## src/rtl/healPkg.sv

```systemverilog
package healPkg;

  typedef enum logic [1:0] {
    FM_NONE = 2'b00,
    FM_LOW  = 2'b01,
    FM_HIGH = 2'b10,
    FM_FLIP = 2'b11
  } faultMode_e;

  // strobes from fault control to datapath, at most one set
  typedef struct packed {
    logic forceLow;
    logic forceHigh;
    logic invert;
  } faultStrobe_t;

  localparam logic [1:0] PICK_A   = 2'b00;
  localparam logic [1:0] PICK_B   = 2'b01;
  localparam logic [1:0] PICK_REF = 2'b10;

  function automatic logic injectBit(logic v, logic hit, faultStrobe_t s);
    if (!hit)       return v;
    if (s.forceLow) return 1'b0;
    if (s.forceHigh) return 1'b1;
    if (s.invert)   return ~v;
    return v;
  endfunction

  function automatic logic [1:0] injectCode(logic [1:0] v, logic hit, faultStrobe_t s);
    if (!hit)        return v;
    if (s.forceLow)  return 2'b00;
    if (s.forceHigh) return 2'b11;
    if (s.invert)    return ~v;
    return v;
  endfunction

endpackage

```

## src/rtl/lineDecoder.sv

```systemverilog
module lineDecoder #(
  parameter  int SEL_W = 3,
  localparam int OUT_W = 1 << SEL_W
) (
  input  logic             en,
  input  logic [SEL_W-1:0] sel,
  output logic [OUT_W-1:0] dec
);
  always_comb begin
    dec = '0;
    if (en) dec[sel] = 1'b1;
  end
endmodule

```

## src/rtl/healFaultCtrl.sv

```systemverilog
module healFaultCtrl
  import healPkg::*;
#(
  parameter int LINE_COUNT = 40,
  parameter int LINE_W     = 6
) (
  input  logic                  faultEn,
  input  logic [1:0]            faultMode,
  input  logic [LINE_W-1:0]     faultLine,
  output faultStrobe_t          strobe,
  output logic [LINE_COUNT-1:0] lineHit
);
  logic active;
  assign active = faultEn && (faultMode != FM_NONE);

  assign strobe.forceLow  = active && (faultMode == FM_LOW);
  assign strobe.forceHigh = active && (faultMode == FM_HIGH);
  assign strobe.invert    = active && (faultMode == FM_FLIP);

  for (genvar k = 0; k < LINE_COUNT; k++) begin : g_hit
    assign lineHit[k] = active && (faultLine == LINE_W'(k));
  end

  // only a single line may be disturbed at a time
  always_comb begin
    single_line_chk: assert ($onehot0(lineHit));
  end

  // a hit line always comes with exactly one fault kind
  always_comb begin
    strobe_kind_chk: assert ((lineHit == '0) || ($countones(strobe) == 1));
  end
endmodule

```

## src/rtl/healDatapath.sv

```systemverilog
module healDatapath
  import healPkg::*;
#(
  parameter  int SEL_W      = 3,
  localparam int OUT_W      = 1 << SEL_W,
  localparam int LINE_COUNT = 5 * OUT_W
) (
  input  logic                  clk,
  input  logic                  rst,
  input  logic                  en,
  input  logic [SEL_W-1:0]      sel,
  input  faultStrobe_t          strobe,
  input  logic [LINE_COUNT-1:0] lineHit,
  output logic [OUT_W-1:0]      healedNow,
  output logic [OUT_W-1:0]      healedQ,
  output logic [2*OUT_W-1:0]    mismatch
);
  logic [OUT_W-1:0] decA, decB, decRef;
  logic [OUT_W-1:0] wireA, wireB, cmpA, cmpB;

  lineDecoder #(.SEL_W(SEL_W)) copyA_i   (.en(en), .sel(sel), .dec(decA));
  lineDecoder #(.SEL_W(SEL_W)) copyB_i   (.en(en), .sel(sel), .dec(decB));
  lineDecoder #(.SEL_W(SEL_W)) copyRef_i (.en(en), .sel(sel), .dec(decRef));

  for (genvar i = 0; i < OUT_W; i++) begin : g_bit
    logic [1:0] pickRaw, pickCode;

    assign wireA[i] = injectBit(decA[i], lineHit[i], strobe);
    assign wireB[i] = injectBit(decB[i], lineHit[OUT_W + i], strobe);
    assign cmpA[i]  = injectBit(wireA[i] ^ decRef[i], lineHit[2*OUT_W + i], strobe);
    assign cmpB[i]  = injectBit(wireB[i] ^ decRef[i], lineHit[3*OUT_W + i], strobe);

    // priority: copy A, then copy B, then reference
    assign pickRaw  = !cmpA[i] ? PICK_A : (!cmpB[i] ? PICK_B : PICK_REF);
    assign pickCode = injectCode(pickRaw, lineHit[4*OUT_W + i], strobe);

    assign healedNow[i] = (pickCode == PICK_A) ? wireA[i] :
                          (pickCode == PICK_B) ? wireB[i] : decRef[i];
  end

  assign mismatch = {cmpB, cmpA};

  always_ff @(posedge clk) begin
    if (rst) healedQ <= '0;
    else     healedQ <= healedNow;
  end

  // mux output always agrees with the untouched reference copy
  healed_ref_chk: assert property (@(posedge clk) disable iff (rst)
    healedNow == decRef);


  enable_off_chk: assert property (@(posedge clk) disable iff (rst)
    !en |-> healedNow == '0);


  onehot_word_chk: assert property (@(posedge clk) disable iff (rst)
    $onehot0(healedNow));


  register_follow_chk: assert property (@(posedge clk) disable iff (rst)
    !rst |=> healedQ == $past(healedNow));


  reset_clear_chk: assert property (@(posedge clk)
    rst |=> healedQ == '0);


  quiet_compare_chk: assert property (@(posedge clk) disable iff (rst)
    (lineHit == '0) |-> mismatch == '0);
endmodule

```

## src/rtl/selfHealDecoder.sv

```systemverilog
module selfHealDecoder
  import healPkg::*;
#(
  parameter  int SEL_W      = 3,
  localparam int OUT_W      = 1 << SEL_W,
  localparam int LINE_COUNT = 5 * OUT_W,
  localparam int LINE_W     = $clog2(LINE_COUNT)
) (
  input  logic               clk,
  input  logic               rst,
  input  logic               en,
  input  logic [SEL_W-1:0]   sel,
  input  logic               faultEn,
  input  logic [1:0]         faultMode,
  input  logic [LINE_W-1:0]  faultLine,
  output logic [OUT_W-1:0]   healedNow,
  output logic [OUT_W-1:0]   healedQ,
  output logic               errFlag,
  output logic [2*OUT_W-1:0] mismatch
);
  faultStrobe_t          strobe;
  logic [LINE_COUNT-1:0] lineHit;

  healFaultCtrl #(.LINE_COUNT(LINE_COUNT), .LINE_W(LINE_W)) ctrl_i (
    .faultEn(faultEn), .faultMode(faultMode), .faultLine(faultLine),
    .strobe(strobe), .lineHit(lineHit)
  );

  healDatapath #(.SEL_W(SEL_W)) data_i (
    .clk(clk), .rst(rst), .en(en), .sel(sel),
    .strobe(strobe), .lineHit(lineHit),
    .healedNow(healedNow), .healedQ(healedQ), .mismatch(mismatch)
  );

  assign errFlag = |mismatch;


  fault_off_chk: assert property (@(posedge clk) disable iff (rst)
    !faultEn |-> !errFlag);
endmodule

```

## config.mk

```make
export PLATFORM = sky130hd
export DESIGN_NAME = selfHealDecoder
export DESIGN_NICKNAME = d
export VERILOG_FILES = /design/src/rtl/healPkg.sv /design/src/rtl/lineDecoder.sv /design/src/rtl/healFaultCtrl.sv /design/src/rtl/healDatapath.sv /design/src/rtl/selfHealDecoder.sv
export SDC_FILE = /design/constraint.sdc
export NUM_CORES = 1
export LEC_CHECK = 0
export BUFFER_PORTS_ARGS = -buffer_cell sky130_fd_sc_hd__buf_2
export CORE_MARGIN = 1.5
export CORE_UTILIZATION = 40
export DETAILED_ROUTE_END_ITERATION = 8
export GPL_ROUTABILITY_DRIVEN = 0
export PLACE_DENSITY = 0.75
export SLEW_MARGIN = 15
export SYNTH_ARGS = -nofsm -noshare
export SYNTH_HDL_FRONTEND = slang
export SYNTH_SLANG_ARGS = --single-unit
```

## constraint.sdc

```tcl
create_clock -name clk -period 2.56 [get_ports clk]
set_input_delay 0.128 -clock clk [delete_from_list [all_inputs] [get_ports clk]]
set_output_delay 0.128 -clock clk [all_outputs]
set_load 0.02 [all_outputs]
```

==> results.json <==
{
  "status": "complete, no violations",
  "cts_tree": "built",
  "max_stage_delay_ns": 0.58,
  "setup_tns_ns": 0,
  "drcViolationCount": 0,
  "rows": 16,
  "io_pins": 48,
  "dr_total_vias": 975,
  "reg.largest.list": "data_i.healedQ (8)",
  "hold_viol": 0,
  "routed_wl_mm": 2.13,
  "postSynth.asyncResetShare_pct": 0,
  "synth_edf_count": 0,
  "dieArea_mm2": 0.00228,
  "numCtsBuffers": 3,
  "power_leakage_nw": 0.578,
  "max_freq_ghz": 0.509,
  "syn_to_final_growth_pct": 32.2,
  "worst-path-buf-inv": 2,
  "largest_register_ffs": 8,
  "root_buffer": "clkbuf_4",
  "yosysTopAreaCellShare_pct": 20.0,
  "clock_sinks": 8,
  "yosys.area.top_type": "dfxtp_1",
  "grt_usage_pct": 18.9,
  "first_iter_violations": 23,
  "clk_pin_slew_ns": 0.05,
  "post_cts_buffers": 0,
  "largest_register": "data_i.healedQ",
  "cp_common_cell": "buf_2",
  "drive_above_1_share_pct": 34.4,
  "slew_violations": 0,
  "hp-class": "in2reg",
  "hold_buffers": 0,
  "setup_viol": 0,
  "drv_cap": 0,
  "nets": 174,
  "synth-seq-area-share_pct": 20.0,
  "fin_util_pct": 55.1,
  "crit_required_ns": 2.43,
  "placement.io_buffers": 47,
  "worst-setup-path-type": "in2out",
  "wl_per_cell_um": 11.6,
  "die_h_um": 47.7,
  "die_w_um": 47.7,
  "grt_pass1_vias": 737,
  "ys_warn_count": 0,
  "antenna_found_initial": 0,
  "grt-ovfl-total": 0,
  "ctsHtreeMaxLevel": 1,
  "worst_pin_slew_ns": 0.357,
  "ys_seq_elements": 8,
  "powerDensity_mw_per_mm2": 298,
  "drt_first_pass_iters": 4,
  "antenna_cells": 0,
  "syn_nets": 127,
  "grt_max_degree": 13,
  "synth.distinct_cells": 39,
  "grt_setup_unrepaired": "no",
  "synth.area.top_cells": "dfxtp_1, nor2_1, mux2i_1",
  "drt-vias-per-instance": 5.30,
  "critPathTopFamily": "compound AO/OA/AOI/OAI gates",
  "syn_avg_cell_area_um2": 7.15,
  "cp_data_arrival_time_ns": 1.83,
  "synth_ff_type": "dfxtp_1",
  "cp_max_fo": 9,
  "start_kind": "input port",
  "slew_headroom_pct": 76.1,
  "crit_chain": "buf_2 > or4b_4 > o21a_1 > o21ai_2 > o211ai_1 > a2111o_1 > buf_2",
  "syn-instance-count": 112,
  "cts_resized": 0,
  "drt.antenna.violating_nets": 0,
  "grt_pass1_wl_mm": 3.08,
  "hold_start": "rst",
  "cp-end-kind": "output port",
  "period_minus_slack_ns": 1.96,
  "hold_depth": 2,
  "hold_end": "data_i.healedQ[2]",
  "cp_slowest_cell": "or4b_4",
  "floorplan.initialDensity_pct": 41.7,
  "post-route-period-util_pct": 76.7,
  "ir_worst_vdd_mv": 0.174,
  "cts_buffer_depth": 2,
  "syn-cell-area_um2": 801,
  "coreArea_mm2": 0.00192,
  "hpwlAfterDp_mm": 1.77
}
cell families after synthesis:
kind of cell	share of synthesized area, %
AOI/OAI and AO/OA	20.9
xor gates and xnor gates	1.09
DFF	20.0
muxes	7.50
and+or+nand+nor	43.0
buffers and inverters	7.50
power by group:
part	internal, mW	switching (mW)	leakage [nW]	total (mW)
sequential	0.127	0.000443	0.0648	0.127
clock	0.0534	0.0390	0.0138	0.0924
combinational	0.0350	0.0603	0.500	0.0953
how the worst max path moves through the flow:
stage / depth (start not counted) / slack [ns] / endpoint / start
after global placement: 7 / 0.63 / errFlag / sel[2]
after CTS: 7 / 0.60 / errFlag / sel[2]
after floorplan: 6 / 0.66 / mismatch[0] / sel[2]
final: 7 / 0.60 / errFlag / sel[2]
after global routing: 7 / 0.54 / errFlag / sel[2]
after detailed placement: 7 / 0.60 / errFlag / sel[2]
cell usage in the layout (no fill, tap or decap):
master | netlist | routed
nand3_1 | 2 | 2
nor3b_1 | 1 | 1
a31oi_1 | 1 | 1
o31a_1 | 1 | 1
o21ai_0 | 2 | 2
and4bb_2 | 1 | 1
a21boi_0 | 2 | 2
or4b_4 | 1 | 1
nand2_1 | 8 | 8
nor2b_1 | 3 | 3
buf_2 | 0 | 47
o21a_1 | 2 | 2
and3b_1 | 1 | 1
a2111o_1 | 1 | 1
o21ai_1 | 3 | 3
and2_1 | 2 | 2
o21ai_2 | 1 | 1
a21oi_1 | 5 | 5
or3_1 | 3 | 3
nand4bb_1 | 1 | 1
o22ai_1 | 2 | 2
or2_2 | 1 | 1
nand3b_1 | 2 | 2
a211o_1 | 2 | 2
and4bb_1 | 1 | 1
nor2_1 | 18 | 18
nand2b_1 | 3 | 3
dfxtp_1 | 8 | 8
inv_1 | 7 | 7
nor3_1 | 5 | 5
xnor2_1 | 1 | 1
nand4b_1 | 3 | 3
nand4_1 | 2 | 2
and4b_1 | 1 | 1
nor4_1 | 1 | 1
o21bai_1 | 2 | 2
clkbuf_4 | 0 | 3
mux2i_1 | 6 | 6
o211ai_1 | 1 | 1
stage by stage:
step / hold WS, ns / cell area (um^2) / total power, mW / worst slack, ns / std cells
after floorplan: 0.200 / 801 / 0.188 / 0.655 / 112
after detailed placement: 0.403 / 1040 / 0.224 / 0.603 / 181
after global placement: 0.401 / 1040 / 0.222 / 0.628 / 181
final: 0.138 / 1060 / 0.315 / 0.597 / 184
after global routing: 0.137 / 1060 / 0.338 / 0.544 / 184
after CTS: 0.137 / 1060 / 0.316 / 0.596 / 184
cell type report:
class                      count  area [um^2]
fill                         212          863
multi-input combinational     92          581
timing repair buffer          47          235
sequential                     8          160
tap                           27         33.8
inverter                       7         26.3
clock buffer                   3         22.5
cells in the mapped netlist, types with 3 or more instances:
| cell | count |
|---|---|
| mux2i_1 | 6 |
| nor2b_1 | 3 |
| nor3_1 | 5 |
| inv_1 | 7 |
| or3_1 | 3 |
| clkbuf_1 | 3 |
| nand4b_1 | 3 |
| dfxtp_1 | 8 |
| nor2_1 | 18 |
| a21oi_1 | 5 |
| nand2b_1 | 3 |
| nand2_1 | 8 |
| o21ai_1 | 3 |
layer usage:
| metal | vias to the layer above | wire length, um | track usage, % | share of wire (%) |
|---|---|---|---|---|
| met1 | 418 | 957 | 23.9 | 45 |
| met4 | 0 | 68 | 9.73 | 3.2 |
| met2 | 50 | 944 | 32.0 | 44 |
| met5 | - | 0 | 0 | 0 |
| li1 | 500 | - | - | - |
| met3 | 7 | 155 | 1.13 | 7.3 |
No activity file was read; power rests on OpenSTA's default activity.
